===== src/rtl/pwm3_pkg.sv =====
package pwm3_pkg;

    typedef enum logic [1:0] {
        CS_DIV1 = 2'd0,
        CS_DIV2 = 2'd1,
        CS_DIV4 = 2'd2,
        CS_EXT  = 2'd3
    } clk_src_e;

    typedef enum logic [1:0] {
        EG_RISE  = 2'd0,
        EG_FALL  = 2'd1,
        EG_BOTH  = 2'd2,
        EG_BOTHX = 2'd3
    } edge_pick_e;

    typedef struct packed {
        edge_pick_e edge_sel;
        clk_src_e   src;
        logic       pwm_en;
        logic       run;
    } ctrl_t;

    localparam int CTRL_W  = 6;
    localparam int A_CTRL  = 0;
    localparam int A_PSC   = 1;
    localparam int A_DUTY0 = 2;

    function automatic logic edge_hit(edge_pick_e s, logic rise, logic fall);
        case (s)
            EG_RISE: return rise;
            EG_FALL: return fall;
            default: return rise | fall;
        endcase
    endfunction

    function automatic logic stage2_pass(clk_src_e s, logic [1:0] c);
        case (s)
            CS_DIV1: return 1'b1;
            CS_DIV2: return c[0];
            CS_DIV4: return &c;
            default: return 1'b0;
        endcase
    endfunction

endpackage


===== src/rtl/pwm3_clkgen.sv =====
module pwm3_clkgen
    import pwm3_pkg::*;
#(
    parameter int PSC_W = 8
) (
    input  logic             clk,
    input  logic             rst,
    input  logic             run,
    input  clk_src_e         src,
    input  edge_pick_e       edge_sel,
    input  logic [PSC_W-1:0] psc,
    input  logic             ext_in,
    output logic             tick
);
    logic [2:0]       ext_sh;
    logic [PSC_W-1:0] ps_cnt;
    logic [1:0]       s2_cnt;
    logic             p1, rise, fall, int_tick;

    always_ff @(posedge clk) begin
        if (rst) ext_sh <= '0;
        else     ext_sh <= {ext_sh[1:0], ext_in};
    end

    assign rise = ext_sh[1] & ~ext_sh[2];
    assign fall = ~ext_sh[1] & ext_sh[2];

    assign p1 = run && (ps_cnt == psc);

    always_ff @(posedge clk) begin
        if (rst || !run)       ps_cnt <= '0;
        else if (ps_cnt == psc) ps_cnt <= '0;
        else                   ps_cnt <= ps_cnt + 1'b1;
    end

    always_ff @(posedge clk) begin
        if (rst || !run) s2_cnt <= '0;
        else if (p1)     s2_cnt <= s2_cnt + 2'd1;
    end

    assign int_tick = p1 && stage2_pass(src, s2_cnt);
    assign tick     = run && ((src == CS_EXT) ? edge_hit(edge_sel, rise, fall) : int_tick);

endmodule


===== src/rtl/pwm3_counter.sv =====
module pwm3_counter #(
    parameter int W = 16
) (
    input  logic         clk,
    input  logic         rst,
    input  logic         tick,
    input  logic [W-1:0] cycle,
    output logic [W-1:0] cnt,
    output logic         at_cycle
);
    assign at_cycle = (cnt == cycle);

    always_ff @(posedge clk) begin
        if (rst)       cnt <= '0;
        else if (tick) cnt <= at_cycle ? '0 : cnt + 1'b1;
    end
endmodule


===== src/rtl/pwm3_compare.sv =====
module pwm3_compare #(
    parameter int W = 16
) (
    input  logic         clk,
    input  logic         rst,
    input  logic         tick,
    input  logic         pwm_en,
    input  logic [W-1:0] cnt,
    input  logic [W-1:0] duty,
    input  logic         at_cycle,
    output logic         pwm_o,
    output logic         duty_hit
);
    assign duty_hit = (cnt == duty);

    always_ff @(posedge clk) begin
        if (rst || !pwm_en) pwm_o <= 1'b0;
        else if (tick) begin
            if (duty_hit || duty == '0) pwm_o <= 1'b0;
            else if (at_cycle)          pwm_o <= 1'b1;
        end
    end
endmodule


===== src/rtl/pwm3_regs.sv =====
module pwm3_regs
    import pwm3_pkg::*;
#(
    parameter int W     = 16,
    parameter int PSC_W = 8,
    parameter int N_OUT = 3,
    parameter int AW    = 4
) (
    input  logic                    clk,
    input  logic                    rst,
    input  logic                    wr_en,
    input  logic [AW-1:0]           addr,
    input  logic [W-1:0]            wdata,
    output logic [W-1:0]            rdata,
    input  logic [W-1:0]            cnt,
    input  logic                    tick,
    input  logic [N_OUT-1:0]        duty_hit,
    input  logic                    at_cycle,
    output ctrl_t                   ctrl,
    output logic [PSC_W-1:0]        psc,
    output logic [N_OUT-1:0][W-1:0] duty,
    output logic [W-1:0]            cycle,
    output logic [N_OUT:0]          irq_en,
    output logic [N_OUT:0]          flags,
    output logic                    irq
);
    localparam int A_CYC  = A_DUTY0 + N_OUT;
    localparam int A_IEN  = A_CYC + 1;
    localparam int A_STAT = A_CYC + 2;
    localparam int A_CNT  = A_CYC + 3;
    localparam int ST_W   = N_OUT + 1;

    logic [ST_W-1:0] clr, hit;

    assign clr = (wr_en && addr == AW'(A_STAT)) ? wdata[ST_W-1:0] : '0;
    assign hit = tick ? {at_cycle, duty_hit} : '0;

    always_ff @(posedge clk) begin
        if (rst) begin
            ctrl   <= '0;
            psc    <= '0;
            irq_en <= '0;
            flags  <= '0;
        end else begin
            flags <= (flags & ~clr) | hit;
            if (wr_en && addr == AW'(A_CTRL)) ctrl   <= ctrl_t'(wdata[CTRL_W-1:0]);
            if (wr_en && addr == AW'(A_PSC))  psc    <= wdata[PSC_W-1:0];
            if (wr_en && addr == AW'(A_IEN))  irq_en <= wdata[ST_W-1:0];
        end
    end

    for (genvar i = 0; i < N_OUT; i++) begin : g_duty
        always_ff @(posedge clk) begin
            if (rst) duty[i] <= '0;
            else if (wr_en && ctrl.pwm_en && addr == AW'(A_DUTY0 + i)) duty[i] <= wdata;
        end
    end

    always_ff @(posedge clk) begin
        if (rst) cycle <= '0;
        else if (wr_en && ctrl.pwm_en && addr == AW'(A_CYC)) cycle <= wdata;
    end

    always_comb begin
        rdata = '0;
        if (addr == AW'(A_CTRL))      rdata = W'(ctrl);
        else if (addr == AW'(A_PSC))  rdata = W'(psc);
        else if (addr == AW'(A_CYC))  rdata = cycle;
        else if (addr == AW'(A_IEN))  rdata = W'(irq_en);
        else if (addr == AW'(A_STAT)) rdata = W'(flags);
        else if (addr == AW'(A_CNT))  rdata = cnt;
        for (int i = 0; i < N_OUT; i++)
            if (addr == AW'(A_DUTY0 + i)) rdata = duty[i];
    end

    assign irq = |(flags & irq_en);

endmodule


===== src/rtl/pwm3_timer.sv =====
module pwm3_timer
    import pwm3_pkg::*;
#(
    parameter int W     = 16,
    parameter int PSC_W = 8,
    parameter int N_OUT = 3,
    parameter int AW    = 4
) (
    input  logic             clk,
    input  logic             rst,
    input  logic             wr_en,
    input  logic [AW-1:0]    addr,
    input  logic [W-1:0]     wdata,
    output logic [W-1:0]     rdata,
    input  logic             ext_clk,
    output logic [N_OUT-1:0] pwm_o,
    output logic             irq
);
    ctrl_t                   ctrl;
    logic [PSC_W-1:0]        psc;
    logic [N_OUT-1:0][W-1:0] duty;
    logic [W-1:0]            cycle, cnt;
    logic [N_OUT:0]          irq_en, flags;
    logic [N_OUT-1:0]        duty_hit;
    logic                    tick, at_cycle;

    pwm3_regs #(.W(W), .PSC_W(PSC_W), .N_OUT(N_OUT), .AW(AW)) u_regs (
        .clk(clk), .rst(rst), .wr_en(wr_en), .addr(addr), .wdata(wdata),
        .rdata(rdata), .cnt(cnt), .tick(tick), .duty_hit(duty_hit),
        .at_cycle(at_cycle), .ctrl(ctrl), .psc(psc), .duty(duty),
        .cycle(cycle), .irq_en(irq_en), .flags(flags), .irq(irq)
    );

    pwm3_clkgen #(.PSC_W(PSC_W)) u_clk (
        .clk(clk), .rst(rst), .run(ctrl.run), .src(ctrl.src),
        .edge_sel(ctrl.edge_sel), .psc(psc), .ext_in(ext_clk), .tick(tick)
    );

    pwm3_counter #(.W(W)) u_cnt (
        .clk(clk), .rst(rst), .tick(tick), .cycle(cycle),
        .cnt(cnt), .at_cycle(at_cycle)
    );

    for (genvar i = 0; i < N_OUT; i++) begin : g_out
        pwm3_compare #(.W(W)) u_cmp (
            .clk(clk), .rst(rst), .tick(tick), .pwm_en(ctrl.pwm_en),
            .cnt(cnt), .duty(duty[i]), .at_cycle(at_cycle),
            .pwm_o(pwm_o[i]), .duty_hit(duty_hit[i])
        );
    end

endmodule


===== config.mk =====
export PLATFORM = sky130hd
export DESIGN_NAME = pwm3_timer
export DESIGN_NICKNAME = d
export VERILOG_FILES = /design/src/rtl/pwm3_pkg.sv /design/src/rtl/pwm3_clkgen.sv /design/src/rtl/pwm3_counter.sv /design/src/rtl/pwm3_compare.sv /design/src/rtl/pwm3_regs.sv /design/src/rtl/pwm3_timer.sv
export SDC_FILE = /design/constraint.sdc
export NUM_CORES = 1
export LEC_CHECK = 0
export BUFFER_PORTS_ARGS = -buffer_cell sky130_fd_sc_hd__clkbuf_2
export CORE_MARGIN = 2
export CORE_UTILIZATION = 35
export DETAILED_ROUTE_END_ITERATION = 8
export GPL_ROUTABILITY_DRIVEN = 0
export HOLD_SLACK_MARGIN = 0.03
export SETUP_SLACK_MARGIN = 0.2
export SLEW_MARGIN = 5
export SYNTH_ARGS = -nofsm -noshare
export SYNTH_HDL_FRONTEND = slang
export SYNTH_SLANG_ARGS = --single-unit
export TNS_END_PERCENT = 1

===== constraint.sdc =====
create_clock -name clk -period 1.9 [get_ports clk]
set_clock_uncertainty 0.15 [all_clocks]
set_input_delay 0 -clock clk [delete_from_list [all_inputs] [get_ports clk]]
set_output_delay 0 -clock clk [all_outputs]
set_load 0.02 [all_outputs]

After elaboration in Yosys (flattened, before gate mapping). Cells that the tools add are included. Widths: inputs -> output; s select.

Register bits: 118. Bits in latches: 0. Memory bits (writable): 0. Bits in read-only memories: 0. Bits of input ports: 24. Output and inout bits: 20. Logic and storage cells: 100. Memories: 0.

Add/subtract/negate cells: 3. $mul: 0. Div/mod/pow operators: 0. Magnitude comparators: 0. Equal/unequal tests: 17. Shift operators: 0. Mux-type cells: 19. Bitwise gates (word level): 9. Reductions and logical operators: 34.

Operator list (number): $mux 16 (10); $eq 16x16->1 (4); $logic_not 16->1 (3); $add 16x1->16 const B (1); $eq 4x3->1 const B (4); $logic_and 1x1->1 (12); $add 8x1->8 const B (1); $and 4x4->4 (2); $eq 4x2->1 const B (2); $eq 8x8->1 (1); $mux 4 (2); $reduce_and 2->1 (4); $reduce_bool 2->1 (3); $logic_or 1x1->1 (5); $mux 1 (5); $eq 2x1->1 const B (2); $eq 2x2->1 const B (2); $eq 4x1->1 const B (1); $eq 4x4->1 const B (1); $logic_not 2->1 (2); $logic_not 4->1 (1); $not 4->4 (1); $or 4x4->4 (1); $reduce_or 4->1 (1); 8 further kinds (11).

Longest topological paths before layout.
Word-level depth: 10. Mapped depth: 10. Depth with buffers taken out: 8.

Cells and area by module. From an unflattened synthesis, not the netlist that was laid out.

Cells, all modules: 820. Area total of the unflattened synthesis: 6819.0 um^2.

By module, submodules not included: pwm3_regs (times used 1, cells an instance 537, area an instance 4279.1 um^2, seq. area each 1721.7 um^2); pwm3_counter (times used 1, cells an instance 116, area an instance 1128.6 um^2, seq. area each 320.3 um^2); pwm3_compare (times used 3, cells an instance 32, area an instance 257.7 um^2, seq. area each 20.0 um^2); pwm3_clkgen (times used 1, cells an instance 71, area an instance 638.1 um^2, seq. area each 260.2 um^2).

Worst setup path after synthesis. No wires, ideal clock.

Kind: register to register. From: register u_clk.ext_sh[2]. To: register u_cnt.cnt[8]. Setup time: 0.064 ns. Arrival time: 1.810 ns. Data required time: 1.686 ns. Setup slack: -0.124 ns. Cell stages (with the launch flop): 11. Buffers on the path: 2. Period minus slack after synthesis: 2.024 ns. Cells stage by stage: dfxtp_1 > inv_1 > ha_1 > nor2b_1 > a211oi_1 > a211o_1 > a21oi_2 > or2_2 > buf_2 > buf_4 > nor2_1.

Cells in the longest elaborated chain, start to end: 6. Elaborated cells between the ends (all ways): 7. Classes of those cells: mux: 2; bitwise: 4; reduce/logical: 1.

Ends and longest elaborated chain: start, declared (line pwm3_clkgen.sv:15) `logic [2:0] ext_sh;`; start signal, assigned (line pwm3_clkgen.sv:22) `else ext_sh <= {ext_sh[1:0], ext_in};`; $not 1->1 (line pwm3_clkgen.sv:25) `assign rise = ext_sh[1] & ~ext_sh[2];`; $and 1x1->1 (line pwm3_clkgen.sv:25); $or 1x1->1 (line pwm3_pkg.sv:33) `default: return rise | fall;`; $pmux 1 s2 * (line pwm3_pkg.sv:30) `case (s)`; $mux 1 * (line pwm3_clkgen.sv:42) `assign tick = run && ((src == CS_EXT) ? edge_hit(edge_sel, rise, fall) : int_tick);`; $logic_and 1x1->1 * (line pwm3_clkgen.sv:42); end signal, assigned (line pwm3_counter.sv:15) `else if (tick) cnt <= at_cycle ? '0 : cnt + 1'b1;`; end, declared (line pwm3_counter.sv:8) `output logic [W-1:0] cnt,`.

Every way passes the cells marked *; elsewhere a longest branch is shown, timed or not. A chain may end at the register's enable or synchronous reset.

Final worst setup path.
From: register u_regs.psc[7]. To: register u_regs.flags[3].

Cells in the longest elaborated chain, start to end: 7.

Ends and longest elaborated chain: start, declared (line pwm3_regs.sv:20) `output logic [PSC_W-1:0] psc,`; start signal, assigned (line pwm3_regs.sv:47) `if (wr_en && addr == AW'(A_PSC)) psc <= wdata[PSC_W-1:0];`; $eq 8x8->1 (line pwm3_clkgen.sv:28) `assign p1 = run && (ps_cnt == psc);`; $logic_and 1x1->1 (line pwm3_clkgen.sv:28); $logic_and 1x1->1 (line pwm3_clkgen.sv:41) `assign int_tick = p1 && stage2_pass(src, s2_cnt);`; $mux 1 (line pwm3_clkgen.sv:42); $logic_and 1x1->1 (line pwm3_clkgen.sv:42); $mux 4 (line pwm3_regs.sv:36) `assign hit = tick ? {at_cycle, duty_hit} : '0;`; $or 4x4->4 (line pwm3_regs.sv:45) `flags <= (flags & ~clr) | hit;`; end signal, assigned (line pwm3_regs.sv:45); end, declared (line pwm3_regs.sv:24) `output logic [N_OUT:0] flags,`.

Every way passes these cells.

==> flow_summary.ini <==
[routing]
wl_per_cell_um = 18.49
via_count = 6402
first_pass_iters = 6
drt-initial-drc-count = 573
detail_route.drc_violations = 0
detail-route-antenna-nets = 0
post_drt_via_cell_ratio = 5.430
route.final.wire_length_um = 21800

[outcome]
failed_checks = setup timing
status = complete, but fails checks

[clocking]
clk_pin_slew_ps = 60
ctsRootBufferMaster = sky130_fd_sc_hd__clkbuf_16
clock_tree.htree_level_count = 4
clk_latency_worst_skew_pair_ps = 430
clockBufferDepth = 2
numCtsBuffers = 17
cts_sinks = 118
cts_tree = done

[synth]
synth_cells = 813
predominant_post_synthesis_flop_cell = sky130_fd_sc_hd__dfxtp_1
synth_cell_type_count = 52
postSynthRegisterBits = 118
postSynth.asyncResetShare_pct = 0
synth_edf_count = 0
synth.top_cell.area_share_pct = 37.03
syn_area_um2 = 6380
synth_top_cells_by_count = sky130_fd_sc_hd__nand2_1 (146), sky130_fd_sc_hd__dfxtp_1 (118), sky130_fd_sc_hd__a21oi_1 (97)
synth_top_cells_by_area = sky130_fd_sc_hd__dfxtp_1 (37%), sky130_fd_sc_hd__xor2_1 (11%), sky130_fd_sc_hd__nand2_1 (8.6%), sky130_fd_sc_hd__a21oi_1 (7.6%), sky130_fd_sc_hd__nor2_1 (4.5%)
synth_nets = 842
average_instance_area_after_synthesis_um2 = 7.847
synth.largest_area_cell = sky130_fd_sc_hd__dfxtp_1
yosysWarningCount = 0
cell_with_the_most_instances_after_synthesis = sky130_fd_sc_hd__nand2_1
synth-seq-area-share_pct = 37.03

[worst_setup_path]
crit-reg2reg-launch = u_regs.psc[7]$_SDFFE_PP0P_
timing.critical_path.max_delay_family = simple AND/OR/NAND/NOR gates
worstSetupStartpointType = flop
slowest_delay_ps = 380
crit_path_cell_trace = xor2_1, nor4_4, nand4_4, buf_12, buf_6, a21oi_4, buf_6, buf_4, a21oi_1, nor2_1
class_of_the_most_critical_setup_path = reg -> reg
path_buf_inv = 4
setup.reg_to_reg.worst_slack_ps = -200
crit_path_end = u_regs.flags[3]$_SDFF_PP0_
worst-path-stages = 10
cp_max_fo = 8
critical_path.startpoint = u_regs.psc[7]$_SDFFE_PP0P_
critPathArrivalTime_ps = 2310
ff2ff_path_depth = 10
cp_slowest_cell = sky130_fd_sc_hd__nor4_4
critPathRequiredTime_ps = 2110
worst_path_most_repeated_cell = sky130_fd_sc_hd__buf_6
worstReg2RegEnd = u_regs.flags[3]$_SDFF_PP0_
endpoint_kind = flop

[timing]
layout_min_cycle_time_ps = 2096
tightest_slew_margin_relative_to_the_limit_pct = 53.23
final_critical_path_setup_slack_ps = -195.8
fmax_ghz = 0.4771
rsz_0062_raised_after_global_routing = yes
layout_worst_path_cycle_share_pct = 110.3
hold_viol_final = 0
timing.final.setup_violations = 27
worst_hold_slack_ps = 114.4
worst_pin_slew_ps = 701.5
drv_slew = 0

[global_routing]
antenna_found_initial = 1
global_route.usage.total_pct = 22.80
first_global_vias = 6136
grt_start_max_net_pins = 63
grt_pass1_wl_um = 34490
globalRoute.totalOverflow = 0

[placement]
hpwlAfterDp_um = 15720
numPortBuffers = 43

[final_layout]
design.final.nets = 966
antenna_cells_inserted = 0
final_layout_size_suffix_gt1_share_pct = 26.84
postLayoutCoreUtil_pct = 47.78
flow.area_growth_from_synthesis_pct = 34.07

[pwr]
leakagePower_nw = 3.735
pwr_density_cell_nw_per_um2 = 712.7
power.ir.vdd_worst_v = 0.0005889

[floorplanning]
number_of_i_o_pins = 44
die_w_um = 139.0
core_area_um2 = 17900
initial_utilization_pct = 35.64
die_height_um = 139.0
die_area_um2 = 19320
core.rowCount = 49

[run]
max_cap_viol_count = 0

[min_path]
timing.hold.worst.start = wr_en
worst_hold_class = in -> reg
-- worst register-to-register path, stage by stage, from the launching register on --
cell                      delay (ps)
sky130_fd_sc_hd__dfxtp_2         330
sky130_fd_sc_hd__xor2_1          180
sky130_fd_sc_hd__nor4_4          380
sky130_fd_sc_hd__nand4_4         140
sky130_fd_sc_hd__buf_12          180
sky130_fd_sc_hd__buf_6           150
sky130_fd_sc_hd__a21oi_4         190
sky130_fd_sc_hd__buf_6           140
sky130_fd_sc_hd__buf_4           100
sky130_fd_sc_hd__a21oi_1          30
sky130_fd_sc_hd__nor2_1           70
-- report_power, final --
| part | total, mW | internal, mW | leakage [nW] | switching (mW) |
|---|---|---|---|---|
| sequential | 2.49 | 2.48 | 0.962 | 0.00835 |
| clock | 3.19 | 1.94 | 0.273 | 1.25 |
| combinational | 0.420 | 0.159 | 2.50 | 0.261 |
-- flip-flops by register name, indices dropped and copies added (netlist names) --
register,count
u_cnt.cnt,16
u_clk.s2_cnt,2
u_regs.cycle,16
u_regs.duty,48
u_regs.ctrl,6
u_regs.flags,4
u_clk.ext_sh,3
u_regs.irq_en,4
g_out.u_cmp.pwm_o,3
u_clk.ps_cnt,8
u_regs.psc,8
-- layer usage --
| metal | track usage [%] | routed length, um | vias up |
|---|---|---|---|
| li1 | - | - | 3054 |
| met1 | 31.62 | 9875 | 3058 |
| met2 | 35.78 | 9939 | 253 |
| met3 | 3.971 | 1511 | 35 |
| met4 | 8.081 | 463 | 2 |
| met5 | 0 | 13 | - |
-- cells in the final DEF (no fill, tap or decap), drive strengths merged, types with 8 or more instances in the layout --
cell,instances
nand2,146
dfxtp,118
buf,114
a21oi,98
nor2,80
xor2,77
clkbuf,53
nor4,31
dlygate4sd3,19
nand3,17
xnor2,15
inv,15
o21ai,15
mux2i,13
nor2b,13
nand4,12
mux2,12
a22oi,11
a222oi,9
a211oi,8
-- through the flow --
step	worst slack (ps)	total power [mW]	instances	TNS [ps]	cell area, um2
finish	-195.8	6.096	1179	-4288	8553
global route	-281.2	6.273	1179	-6821	8553
CTS	-269.2	6.117	1176	-5654	8374
detailed placement	-309.9	2.901	1124	-4484	7417
global placement	-276.6	2.904	1124	-3513	7417
floorplan	-38.07	2.740	813	-312.3	6404
-- cells by family after synthesis --
group / count (synthesis) / share of synthesized area, %
AOI/OAI and AO/OA: 168 / 16.08
xor gates and xnor gates: 92 / 12.63
adders and majority gates: 5 / 0.9806
buffers and inverters: 77 / 5.276
DFF: 118 / 37.03
muxes: 25 / 4.158
and+or+nand+nor: 328 / 23.85
-- what timing repair did --
action | 4_1_cts | 5_1_grt
setup endpoints to repair | 47 | 49
cloned | 1 | 0
setup buffers | 0 | 3
resized for setup | 57 | 35
hold buffers | 19 | 0
pin swaps | 28 | 19
endpoints found under the hold margin | 107 | 0
-- worst min-delay path by stage --
stage	to	slack, ps	depth (start not counted)
6_report	u_regs.cycle[7]$_SDFFE_PP0P_	110	4
5_1_grt	u_regs.cycle[4]$_SDFFE_PP0P_	150	4
4_1_cts	u_regs.cycle[7]$_SDFFE_PP0P_	80	4
3_5_place_dp	u_clk.ext_sh[0]$_SDFF_PP0_	70	2
3_3_place_gp	u_clk.ext_sh[0]$_SDFF_PP0_	100	2
2_1_floorplan	u_clk.ext_sh[0]$_SDFF_PP0_	-20	1
-- layout make-up --
class	count	area (um2)
inverter	13	48.80
timing repair buffer	168	1315
multi-input combinational	619	3926
clock buffer	18	429.2
tap	229	286.5
sequential	118	2395
clock inverter	14	152.6
fill	1746	9349
(Power assumes the default switching activity.)
